<file path="src/rtl/tmr_pkg.sv">
package tmr_pkg;
  localparam logic [2:0] ADR_CTRL = 3'd0;
  localparam logic [2:0] ADR_STAT = 3'd1;
  localparam logic [2:0] ADR_CMD  = 3'd2;
  localparam logic [2:0] ADR_CNT  = 3'd3;
  localparam logic [2:0] ADR_PSC  = 3'd4;
  localparam logic [2:0] ADR_ARL  = 3'd5;
  localparam logic [2:0] ADR_CMP  = 3'd6;

  typedef enum logic [1:0] {
    CM_EDGE = 2'b00,
    CM_DOWN = 2'b01,
    CM_UP   = 2'b10,
    CM_BOTH = 2'b11
  } cnt_mode_e;
endpackage

</file>
<file path="src/rtl/tmr_prescale.sv">
module tmr_prescale #(
  parameter int W = 16
) (
  input  logic         clk,
  input  logic         rst,
  input  logic         run,
  input  logic         reinit,
  input  logic [W-1:0] limit,
  output logic         tick
);
  logic [W-1:0] pcnt;

  assign tick = run && !reinit && (pcnt >= limit);

  always_ff @(posedge clk) begin
    if (rst || reinit) pcnt <= '0;
    else if (run)      pcnt <= (pcnt >= limit) ? '0 : pcnt + W'(1);
  end
endmodule

</file>
<file path="src/rtl/tmr_stepper.sv">
module tmr_stepper #(
  parameter int W = 16
) (
  input  logic         clk,
  input  logic         rst,
  input  logic         step,
  input  logic         reinit,
  input  logic         load,
  input  logic [W-1:0] load_val,
  input  logic         center,
  input  logic         edge_down,
  input  logic [W-1:0] arl,
  output logic [W-1:0] cnt,
  output logic         dn,
  output logic         wrap,
  output logic [W-1:0] nxt,
  output logic         nxt_dn
);
  always_comb begin
    nxt    = cnt;
    nxt_dn = dn;
    wrap   = 1'b0;
    if (!center) begin
      nxt_dn = edge_down;
      if (edge_down) begin
        if (cnt == '0) begin nxt = arl; wrap = 1'b1; end
        else nxt = cnt - W'(1);
      end else begin
        if (cnt >= arl) begin nxt = '0; wrap = 1'b1; end
        else nxt = cnt + W'(1);
      end
    end else if (!dn) begin
      if (cnt >= arl) begin
        nxt    = (arl == '0) ? '0 : cnt - W'(1);
        nxt_dn = 1'b1;
        wrap   = 1'b1;
      end else nxt = cnt + W'(1);
    end else begin
      if (cnt == '0) begin
        nxt    = (arl == '0) ? '0 : W'(1);
        nxt_dn = 1'b0;
        wrap   = 1'b1;
      end else nxt = cnt - W'(1);
    end
  end

  always_ff @(posedge clk) begin
    if (rst) begin
      cnt <= '0;
      dn  <= 1'b0;
    end else if (reinit) begin
      cnt <= (!center && edge_down) ? arl : '0;
      dn  <= !center && edge_down;
    end else if (load) begin
      cnt <= load_val;
      if (!center) dn <= edge_down;
    end else if (step) begin
      cnt <= nxt;
      dn  <= nxt_dn;
    end else if (!center) begin
      dn <= edge_down;
    end
  end
endmodule

</file>
<file path="src/rtl/tmr_sdiv.sv">
module tmr_sdiv #(
  parameter int DW = 2
) (
  input  logic       clk,
  input  logic       rst,
  input  logic [1:0] code,
  output logic       en
);
  logic [DW-1:0] dv;
  logic [DW-1:0] lim;

  always_comb begin
    case (code)
      2'b01:   lim = DW'(1);
      2'b10:   lim = DW'(3);
      default: lim = '0;
    endcase
  end

  always_ff @(posedge clk) begin
    if (rst) begin
      dv <= '0;
      en <= 1'b0;
    end else begin
      dv <= (dv >= lim) ? '0 : dv + DW'(1);
      en <= (dv >= lim);
    end
  end
endmodule

</file>
<file path="src/rtl/tmr_timebase.sv">
module tmr_timebase
  import tmr_pkg::*;
#(
  parameter int W = 16
) (
  input  logic         clk,
  input  logic         rst,
  input  logic         wr_en,
  input  logic         rd_en,
  input  logic [2:0]   addr,
  input  logic [W-1:0] wdata,
  output logic [31:0]  rdata,
  output logic         upd_flag,
  output logic         cmp_flag,
  output logic         smp_en
);
  localparam int PADW = 31 - W;

  logic         c_run, c_udis, c_urs, c_opm, c_edir, c_arpe, c_remap;
  cnt_mode_e    c_mode;
  logic [1:0]   c_sdiv;
  logic [W-1:0] psc_pre, psc_sh, arl_pre, arl_sh, cmp_val;
  logic         ug_q;

  logic         tick, wrap, dn, nxt_dn, center, uev, uev_wrap, hit_ok;
  logic [W-1:0] cnt, nxt;

  logic wr_ctrl, wr_stat, wr_cnt, wr_arl, ctrl_blk;

  assign wr_ctrl  = wr_en && (addr == ADR_CTRL);
  assign wr_stat  = wr_en && (addr == ADR_STAT);
  assign wr_cnt   = wr_en && (addr == ADR_CNT);
  assign wr_arl   = wr_en && (addr == ADR_ARL);
  assign ctrl_blk = wr_ctrl && c_run && (c_mode == CM_EDGE) && (wdata[6:5] != 2'b00);
  assign center   = (c_mode != CM_EDGE);

  tmr_prescale #(.W(W)) u_psc (
    .clk(clk), .rst(rst), .run(c_run), .reinit(ug_q), .limit(psc_sh), .tick(tick)
  );

  tmr_stepper #(.W(W)) u_step (
    .clk(clk), .rst(rst), .step(tick), .reinit(ug_q), .load(wr_cnt),
    .load_val(wdata), .center(center), .edge_down(c_edir), .arl(arl_sh),
    .cnt(cnt), .dn(dn), .wrap(wrap), .nxt(nxt), .nxt_dn(nxt_dn)
  );

  tmr_sdiv #(.DW(2)) u_sdiv (
    .clk(clk), .rst(rst), .code(c_sdiv), .en(smp_en)
  );

  assign uev_wrap = tick && wrap;
  assign uev      = !c_udis && (ug_q || uev_wrap);

  always_comb begin
    case (c_mode)
      CM_DOWN: hit_ok = nxt_dn;
      CM_UP:   hit_ok = !nxt_dn;
      default: hit_ok = 1'b1;
    endcase
  end

  // control register and command strobe
  always_ff @(posedge clk) begin
    if (rst) begin
      c_run <= 1'b0; c_udis <= 1'b0; c_urs <= 1'b0; c_opm <= 1'b0;
      c_edir <= 1'b0; c_mode <= CM_EDGE; c_arpe <= 1'b0;
      c_sdiv <= 2'b00; c_remap <= 1'b0; ug_q <= 1'b0;
    end else begin
      ug_q <= wr_en && (addr == ADR_CMD) && wdata[0];
      if (wr_ctrl && !ctrl_blk) begin
        c_run   <= wdata[0];
        c_udis  <= wdata[1];
        c_urs   <= wdata[2];
        c_opm   <= wdata[3];
        c_edir  <= wdata[4];
        c_mode  <= cnt_mode_e'(wdata[6:5]);
        c_arpe  <= wdata[7];
        c_sdiv  <= wdata[9:8];
        c_remap <= wdata[11];
      end else if (uev && c_opm) begin
        c_run <= 1'b0;
      end
    end
  end

  // staged and shadow values
  always_ff @(posedge clk) begin
    if (rst) begin
      psc_pre <= '0; psc_sh <= '0; arl_pre <= '0; arl_sh <= '0; cmp_val <= '0;
    end else begin
      if (wr_en && addr == ADR_PSC) psc_pre <= wdata;
      if (wr_arl)                   arl_pre <= wdata;
      if (wr_en && addr == ADR_CMP) cmp_val <= wdata;
      if (uev) psc_sh <= psc_pre;
      if (wr_arl && !c_arpe) arl_sh <= wdata;
      else if (uev)          arl_sh <= arl_pre;
    end
  end

  // sticky flags
  always_ff @(posedge clk) begin
    if (rst) begin
      upd_flag <= 1'b0;
      cmp_flag <= 1'b0;
    end else begin
      if (uev && (uev_wrap || !c_urs)) upd_flag <= 1'b1;
      else if (wr_stat && !wdata[0])   upd_flag <= 1'b0;
      if (tick && (nxt == cmp_val) && hit_ok) cmp_flag <= 1'b1;
      else if (wr_stat && !wdata[1])          cmp_flag <= 1'b0;
    end
  end

  // read port
  always_ff @(posedge clk) begin
    if (rst) rdata <= '0;
    else if (rd_en) begin
      case (addr)
        ADR_CTRL: rdata <= {20'd0, c_remap, 1'b0, c_sdiv, c_arpe, c_mode,
                            (center ? dn : c_edir), c_opm, c_urs, c_udis, c_run};
        ADR_STAT: rdata <= {30'd0, cmp_flag, upd_flag};
        ADR_CNT:  rdata <= {c_remap && upd_flag, {PADW{1'b0}}, cnt};
        ADR_PSC:  rdata <= 32'(psc_pre);
        ADR_ARL:  rdata <= 32'(arl_pre);
        ADR_CMP:  rdata <= 32'(cmp_val);
        default:  rdata <= '0;
      endcase
    end
  end

  AST_HOLD_WHEN_STOPPED: assert property (@(posedge clk) disable iff (rst)
    (!c_run && !ug_q && !wr_cnt) |=> $stable(cnt));
  AST_NO_FLAG_WHEN_UDIS: assert property (@(posedge clk) disable iff (rst)
    (c_udis && !upd_flag) |=> !upd_flag);
  AST_SHADOW_KEPT_UDIS: assert property (@(posedge clk) disable iff (rst)
    (c_udis && c_arpe) |=> $stable(arl_sh));
  AST_ONE_PULSE_STOP: assert property (@(posedge clk) disable iff (rst)
    (c_opm && uev && !wr_ctrl) |=> !c_run);
  AST_MODE_SWITCH_BLOCKED: assert property (@(posedge clk) disable iff (rst)
    (c_run && c_mode == CM_EDGE && wr_ctrl && wdata[6:5] != 2'b00) |=> (c_mode == CM_EDGE));
endmodule

</file>
<file path="config.mk">
export PLATFORM = sky130hd
export DESIGN_NAME = tmr_timebase
export DESIGN_NICKNAME = d
export VERILOG_FILES = /design/src/rtl/tmr_pkg.sv /design/src/rtl/tmr_prescale.sv /design/src/rtl/tmr_stepper.sv /design/src/rtl/tmr_sdiv.sv /design/src/rtl/tmr_timebase.sv
export SDC_FILE = /design/constraint.sdc
export NUM_CORES = 1
export LEC_CHECK = 0
export BUFFER_PORTS_ARGS = -buffer_cell sky130_fd_sc_hd__buf_2
export CELL_PAD_IN_SITES_DETAIL_PLACEMENT = 0
export CELL_PAD_IN_SITES_GLOBAL_PLACEMENT = 2
export CORE_UTILIZATION = 32
export DETAILED_ROUTE_END_ITERATION = 8
export GPL_TIMING_DRIVEN = 1
export PLACE_DENSITY = 0.8
export SYNTH_ARGS = -nofsm -noshare
export SYNTH_HDL_FRONTEND = slang
export SYNTH_SLANG_ARGS = --single-unit
</file>
<file path="constraint.sdc">
create_clock -name clk -period 3.45 [get_ports clk]
set_input_delay 0 -clock clk [delete_from_list [all_inputs] [get_ports clk]]
set_output_delay 0 -clock clk [all_outputs]
set_load 0.01 [all_outputs]
</file>
# After elaboration in Yosys (flattened, before gate mapping)
# Cells that the tools add are included.
dict set report totals {
  out_inout_bits 35
  word_cells 127
  reg_bits 162
  inputBits 23
}
dict set report op_classes {
  eq_ne 11
  n_lt_le_gt_ge 3
  n_addsub 4
  mux 37
  reduce_logical 49
}
# operator count
set ops {}
lappend ops {{two-way mux 16 bit} 15}
lappend ops {{case mux 32 bit (6 select lines)} 1}
lappend ops {{adder 16 x 1 -> 16 bit, second input constant} 2}
lappend ops {{>= comparator 16 bit} 2}
lappend ops {{logical NOT 16 bit} 2}
lappend ops {{logical AND 1 bit} 25}
lappend ops {{two-way mux 1 bit} 19}
lappend ops {{equality test 16 bit} 1}
lappend ops {{subtractor 16 x 1 -> 16 bit, second input constant} 1}
lappend ops {{nonzero test 2 bit} 6}
lappend ops {{equality test 3 bit, second input constant} 3}
lappend ops {{logical NOT 1 bit} 9}
lappend ops {{equality test 3 x 2 -> 1 bit, second input constant} 2}
lappend ops {{equality test 2 x 1 -> 1 bit, second input constant} 2}
lappend ops {{equality test 2 bit, second input constant} 2}
lappend ops {{case mux 2 bit (2 select lines)} 1}
lappend ops {{equality test 3 x 1 -> 1 bit, second input constant} 1}
lappend ops {{logical NOT 3 bit} 1}
lappend ops {{logical OR 1 bit} 3}
lappend ops {{nonzero test 3 bit} 1}
lappend ops {{adder 2 x 1 -> 2 bit, second input constant} 1}
lappend ops {{>= comparator 2 bit} 1}
lappend ops {{logical NOT 2 bit} 1}
lappend ops {{case mux 1 bit (2 select lines)} 1}
lappend ops {{OR reduction 2 bit} 1}

# Logic depth before layout (Yosys ltp)
dict set report logic_depth {
  depth_word 10
  depth_mapped 15
}

# Modules after synthesis
# A second synthesis with hierarchy kept.
dict set report unflattened {
  cells_unflattened 1196
  area_unflattened_um2 9323.9
}
# mod area_per_inst_um2 cells_per_inst instances
set modules_own_cells {}
lappend modules_own_cells {tmr_timebase 5087.4 625 1}
lappend modules_own_cells {tmr_stepper 2877.8 420 1}
lappend modules_own_cells {tmr_prescale 1193.6 135 1}
lappend modules_own_cells {tmr_sdiv 165.2 16 1}

# Worst setup path before layout
# OpenSTA, ideal clock, no wires.
dict set report synth_path {
  path_kind {register -> register}
  start {register u_step.cnt[0]}
  end {register cmp_flag}
  n_path_buf 1
  arrival_time_ns 3.529
  slack_ns -0.164
  path_stages_with_launch 14
  t_required_ns 3.366
  path_cell_list {dfxtp_1 -> clkbuf_1 -> inv_1 -> ha_1 -> nand2b_1 -> a2111o_1 -> and4_1 -> nor4_1 -> nor2_1 -> a211oi_1 -> o32ai_1 -> a211oi_1 -> o2111ai_1 -> o31ai_2}
}
dict set report synth_via {
  elab_chain_cells 9
  elab_cells_between_ends 23
}
# item line_no
set synth_rtl {}
lappend synth_rtl {{from (decl)} tmr_stepper.sv:13} ;# output logic [W-1:0] cnt,
lappend synth_rtl {{from (signal assigned)} tmr_stepper.sv:52} ;# cnt <= (!center && edge_down) ? arl : '0;
lappend synth_rtl {{from (signal assigned)} tmr_stepper.sv:55} ;# cnt <= load_val;
lappend synth_rtl {{from (signal assigned)} tmr_stepper.sv:58} ;# cnt <= nxt;
lappend synth_rtl {{subtractor 16 x 1 -> 16 bit} {tmr_stepper.sv:27, tmr_stepper.sv:34, tmr_stepper.sv:43}}
lappend synth_rtl {{two-way mux 16 bit} tmr_stepper.sv:34} ;# nxt = (arl == '0) ? '0 : cnt - W'(1);
lappend synth_rtl {{two-way mux 16 bit} tmr_stepper.sv:33} ;# if (cnt >= arl) begin
lappend synth_rtl {{two-way mux 16 bit} tmr_stepper.sv:32} ;# end else if (!dn) begin
lappend synth_rtl {{two-way mux 16 bit} tmr_stepper.sv:23} ;# if (!center) begin
lappend synth_rtl {{equality test 16 bit} tmr_timebase.sv:108} ;# if (tick && (nxt == cmp_val) && hit_ok) cmp_flag <= 1'b1;
lappend synth_rtl {{logical AND 1 bit} tmr_timebase.sv:108}
lappend synth_rtl {{logical AND 1 bit (*)} tmr_timebase.sv:108}
lappend synth_rtl {{two-way mux 1 bit or nonzero test 2 bit (tied branches)} --}
lappend synth_rtl {{to (signal assigned)} tmr_timebase.sv:104} ;# cmp_flag <= 1'b0;
lappend synth_rtl {{to (signal assigned)} tmr_timebase.sv:108}
lappend synth_rtl {{to (signal assigned)} tmr_timebase.sv:109} ;# else if (wr_stat && !wdata[1]) cmp_flag <= 1'b0;
lappend synth_rtl {{to (decl)} tmr_timebase.sv:14} ;# output logic cmp_flag,
# Every way passes the cells marked *; elsewhere a longest branch is shown, timed or not.
# A chain may end at the register's enable or synchronous reset.

# Worst setup path after layout
dict set report layout_path {
  start {register arl_sh[1]}
  end {register cmp_flag}
}
dict set report layout_via {
  elab_chain_cells 9
  elab_cells_between_ends 21
}
# item line_no
set layout_rtl {}
lappend layout_rtl {{from (decl)} tmr_timebase.sv:22} ;# logic [W-1:0] psc_pre, psc_sh, arl_pre, arl_sh, cmp_val;
lappend layout_rtl {{from (signal assigned)} tmr_timebase.sv:95} ;# if (wr_arl && !c_arpe) arl_sh <= wdata;
lappend layout_rtl {{from (signal assigned)} tmr_timebase.sv:96} ;# else if (uev) arl_sh <= arl_pre;
lappend layout_rtl {{branches (longest 7 deep; another with >= comparator 16 bit)} --}
lappend layout_rtl {{logical AND 1 bit (*)} tmr_timebase.sv:108}
lappend layout_rtl {{two-way mux 1 bit or nonzero test 2 bit (tied branches)} --}
# Every way passes the cells marked *.

==> parameters.txt <==
Parameter                              Value

Status
  Run status    finished clean

Timing
  Setup slack after layout    0.0233 ns
  Slew at the pin closest to its max-slew limit    0.800 ns
  WHS    0.0235 ns
  Setup TNS    0 ns
  Highest clock rate    292 MHz
  Tmin final    3.43 ns
  Final worst-path cycle share    0.993
  Worst Skew    0.0248 ns
  Max Slew Vio Count    0
  Max-Slew Margin vs Limit    0.465
  Setup repair after global routing missed its margin    true
  Final number of setup-violating endpoints    0
  Number of endpoints with negative hold slack in the final report    0

Detailed routing
  Antenna Nets Post-Route    0
  Routed WL    36,300 um
  Via Count    9,562
  Vias per inst    5.54
  Average wire per cell in the routed design    21.0 um
  Drt drc    0
  Drt first-iter violations    791
  Pre-Repair DR Iteration Count    5

Synthesis
  Post-synthesis async set-or-reset flop share    0
  Count of unique library cells instantiated by Yosys    73
  Post-synthesis cell area    0.00925 mm2
  Per-instance average area after synthesis    7.38 um2
  Sequential cell area fraction in the yosys report    0.318
  Number of synthesized register bits    147
  Number of enable flip-flop cells after synthesis    0
  Most instantiated flip-flop cell in the synthesis netlist    sky130_fd_sc_hd__dfxtp_1
  Gate count after technology mapping    1,254
  Synth warn    0

Global route
  First-pass GRT wire length    55,200 um
  Met3 GRT Util    0.0391
  Global route total overflow    0
  Via count of the first global-routing pass    9,018
  Global-route usage over all layers    0.251
  Busiest layer in global routing    met2
  Antenna violations before repair    0
  Global routing met2 resource utilization    0.398
  GRT met1 Usage    0.341
  Pin count of the biggest net entering global routing    55

Critical path
  Number of cells on the worst reg-to-reg path    11
  Worst EP arrival    3.76 ns
  Reg-to-reg setup timing slack    0.02 ns
  Data required, critical path    3.78 ns
  Crit Path Category    flip-flop to flip-flop
  Startpoint of the most critical register-to-register path    arl_sh[1]$_SDFFE_PP0P_
  Kind of start point of the critical path    flip-flop
  Nature of the critical path endpoint    flip-flop
  CP max FO    12
  End of the worst register-to-register path    cmp_flag$_SDFFE_PP0P_

Placement
  Count of placed standard cells including taps    1,675
  Routability congestion estimate from global placement    0.931
  Placement-stage worst setup slack    -0.0832 ns
  Instance area at placement    0.0102 mm2
  Number of input and output port buffers inserted    42
  Estimated wirelength of the detail-placed design    27,400 um

Clocking
  Sinks on the clock net    147
  Worst-path clk slew    0.08 ns
  Root Buffer    sky130_fd_sc_hd__clkbuf_16
  Number of buffers between clock root and the deepest sink    2
  CTS Buf Count    17
  TritonCTS clock tree    done
  Clk Latency, worst-skew pair    0.44 ns
  Number of levels in the clock H-tree    4

Die
  Effective utilization at floorplan    0.329
  Placeable Area    0.0281 mm2
  Count of standard-cell rows    61
  Vertical die dimension    172 um
  Die X    172 um
  Die area    0.0296 mm2
  Top-Level Pins    58

Layout
  Ant diodes    0
  Post-layout net count    1,401
  Area added between synthesis and finish    19.9%
  Final Instance Area    0.0111 mm2
  Fillers    3,044
  Number of standard cells in the final layout excluding fillers    1,727
  Share of post-route cells with drive strength above 1    0.148

Run
  Max cap viols    0

Power and ir drop
  Power per Cell Area    432 mW/mm2
  Max IR drop VDD    0.000330 V
  Leak    4.20 nW

Worst hold path
  Hold Crit Start    rst
  Class of the worst hold path    input pin to flip-flop
  Cell depth of the worst min-delay path    2
  Hold path endpoint    c_udis$_SDFFE_PP0P_
==> flip-flops by register name (all words and copies together) (netlist names), 2 cells and up <==
signal      flops
arl_pre        16
arl_sh         16
c_mode          2
c_sdiv          2
cmp_val        16
psc_pre        16
psc_sh         16
rdata          17
u_psc.pcnt     16
u_sdiv.dv       2
u_step.cnt     16
==> metrics by stage <==
stage | power (mW) | utilization
finish | 4.79 | 0.395
global route | 4.95 | 0.395
CTS | 4.77 | 0.393
detailed placement | 2.81 | 0.364
global placement | 2.82 | 0.364
floorplan | 2.40 | -
==> worst max-delay path by stage <==
| stage | start | to | slack (ns) | depth (start not counted) |
|---|---|---|---|---|
| floorplan | u_step.cnt[0]$_SDFFE_PP0P_ | cmp_flag$_SDFFE_PP0P_ | 0.03 | 14 |
| global placement | u_step.cnt[0]$_SDFFE_PP0P_ | cmp_flag$_SDFFE_PP0P_ | -0.05 | 13 |
| detailed placement | u_step.cnt[0]$_SDFFE_PP0P_ | cmp_flag$_SDFFE_PP0P_ | -0.08 | 13 |
| CTS | u_step.cnt[0]$_SDFFE_PP0P_ | cmp_flag$_SDFFE_PP0P_ | 0.0008 | 13 |
| global route | arl_sh[13]$_SDFFE_PP0P_ | u_step.cnt[11]$_SDFFE_PP0P_ | -0.08 | 12 |
| finish | arl_sh[1]$_SDFFE_PP0P_ | cmp_flag$_SDFFE_PP0P_ | 0.02 | 11 |
==> synthesized netlist by cell type (4+ instances only) <==
cell type | n | area share
sky130_fd_sc_hd__nand2_1 | 225 | 0.091
sky130_fd_sc_hd__dfxtp_1 | 147 | 0.32
sky130_fd_sc_hd__a21oi_1 | 134 | 0.073
sky130_fd_sc_hd__nor2_1 | 118 | 0.048
sky130_fd_sc_hd__clkbuf_1 | 80 | 0.032
sky130_fd_sc_hd__inv_1 | 55 | 0.022
sky130_fd_sc_hd__o21ai_0 | 44 | 0.024
sky130_fd_sc_hd__ha_1 | 42 | 0.057
sky130_fd_sc_hd__nand3_1 | 36 | 0.019
sky130_fd_sc_hd__mux2i_1 | 29 | 0.031
sky130_fd_sc_hd__a211oi_1 | 26 | 0.021
sky130_fd_sc_hd__nor3_1 | 24 | 0.013
sky130_fd_sc_hd__xnor2_1 | 24 | 0.023
sky130_fd_sc_hd__a311oi_1 | 20 | 0.019
sky130_fd_sc_hd__nor2b_1 | 20 | 0.014
sky130_fd_sc_hd__xor2_1 | 19 | 0.018
sky130_fd_sc_hd__nand4_1 | 17 | 0.011
sky130_fd_sc_hd__buf_4 | 15 | 0.012
sky130_fd_sc_hd__nor4_1 | 15 | 0.010
sky130_fd_sc_hd__a22oi_1 | 12 | 0.0097
sky130_fd_sc_hd__and3_1 | 12 | 0.0081
sky130_fd_sc_hd__nand2b_1 | 9 | 0.0061
sky130_fd_sc_hd__o31ai_1 | 8 | 0.0065
sky130_fd_sc_hd__a22o_1 | 7 | 0.0066
sky130_fd_sc_hd__o211ai_1 | 6 | 0.0049
sky130_fd_sc_hd__o21ai_1 | 6 | 0.0032
sky130_fd_sc_hd__a31oi_1 | 5 | 0.0034
sky130_fd_sc_hd__or3_1 | 5 | 0.0034
sky130_fd_sc_hd__a221o_1 | 4 | 0.0043
sky130_fd_sc_hd__and2_1 | 4 | 0.0027
sky130_fd_sc_hd__buf_1 | 4 | 0.0016
sky130_fd_sc_hd__buf_2 | 4 | 0.0022
sky130_fd_sc_hd__buf_6 | 4 | 0.0049
sky130_fd_sc_hd__o21a_1 | 4 | 0.0032
==> layout by cell type (no fill, tap or decap), types with 6 or more instances in the layout <==
| cell | instances |
|---|---|
| sky130_fd_sc_hd__nand2b_1 | 9 |
| sky130_fd_sc_hd__nor4_1 | 13 |
| sky130_fd_sc_hd__ha_1 | 42 |
| sky130_fd_sc_hd__o211ai_1 | 6 |
| sky130_fd_sc_hd__nand3_1 | 36 |
| sky130_fd_sc_hd__clkbuf_16 | 17 |
| sky130_fd_sc_hd__conb_1 | 15 |
| sky130_fd_sc_hd__dlygate4sd3_1 | 16 |
| sky130_fd_sc_hd__nor2_1 | 117 |
| sky130_fd_sc_hd__buf_4 | 97 |
| sky130_fd_sc_hd__buf_2 | 41 |
| sky130_fd_sc_hd__o31ai_1 | 8 |
| sky130_fd_sc_hd__o21ai_1 | 8 |
| sky130_fd_sc_hd__inv_1 | 55 |
| sky130_fd_sc_hd__clkinv_8 | 6 |
| sky130_fd_sc_hd__nor2b_1 | 20 |
| sky130_fd_sc_hd__xor2_1 | 19 |
| sky130_fd_sc_hd__dfxtp_1 | 147 |
| sky130_fd_sc_hd__and3_1 | 12 |
| sky130_fd_sc_hd__a211oi_1 | 26 |
| sky130_fd_sc_hd__o21ai_0 | 41 |
| sky130_fd_sc_hd__nand2_1 | 225 |
| sky130_fd_sc_hd__a21oi_1 | 134 |
| sky130_fd_sc_hd__nor3_1 | 22 |
| sky130_fd_sc_hd__a22oi_1 | 12 |
| sky130_fd_sc_hd__a22o_1 | 7 |
| sky130_fd_sc_hd__xnor2_1 | 24 |
| sky130_fd_sc_hd__nand4_1 | 17 |
| sky130_fd_sc_hd__mux2i_1 | 29 |
| sky130_fd_sc_hd__a311oi_1 | 18 |
==> routing by layer <==
layer | vias up | wire, um
li1 | 4562 | -
met1 | 4552 | 16400
met2 | 384 | 16400
met3 | 64 | 2530
met4 | 0 | 1050
met5 | - | 0
==> critical path, stage by stage, from the launching register on <==
cell and delay [ns]:
sky130_fd_sc_hd__dfxtp_1 0.37, sky130_fd_sc_hd__inv_1 0.10, sky130_fd_sc_hd__ha_1 0.30, sky130_fd_sc_hd__a2111o_1 0.49
sky130_fd_sc_hd__and4_2 0.26, sky130_fd_sc_hd__or3_4 0.38, sky130_fd_sc_hd__buf_12 0.16, sky130_fd_sc_hd__nor4_1 0.31
sky130_fd_sc_hd__o21ai_1 0.23, sky130_fd_sc_hd__a211oi_1 0.29, sky130_fd_sc_hd__o2111ai_1 0.17, sky130_fd_sc_hd__o31ai_2 0.25
==> power by group <==
group | internal [mW] | switching [mW]
logic | 0.419 | 0.675
clock network | 0.985 | 0.942
registers | 1.73 | 0.0341
==> layout make-up <==
class	instances	area, um2	area share
clock inverter	15	186	0.0168
timing repair buffer	155	1110	0.100
multi-input combinational	960	5740	0.518
tap	378	473	0.0426
inverter	55	206	0.0186
sequential	147	2940	0.265
clock buffer	17	425	0.0384
==> cells by family (layout without fill, tap and decap cells) <==
logic type / count (synthesis) / count (layout) / synth area share
buf+inv: 162 / 242 / 0.0756
other cells: 1 / 15 / 0.000405
flops: 147 / 147 / 0.318
fa+ha+maj: 42 / 42 / 0.0568
mux: 34 / 34 / 0.0399
simple gates: 504 / 505 / 0.246
compound gates: 321 / 321 / 0.222
xor+xnor: 43 / 43 / 0.0407
==> what timing repair did <==
action                     in CTS  in global routing
setup buffers                   3                  0
setup endpoints to repair       1                 11
gates resized for setup         6                 10
hold buffers                   16                  0
hold endpoints to repair       75                  0
pin swaps                       1                  4
cloned                          0                  1
No activity file was read; power rests on OpenSTA's default activity.
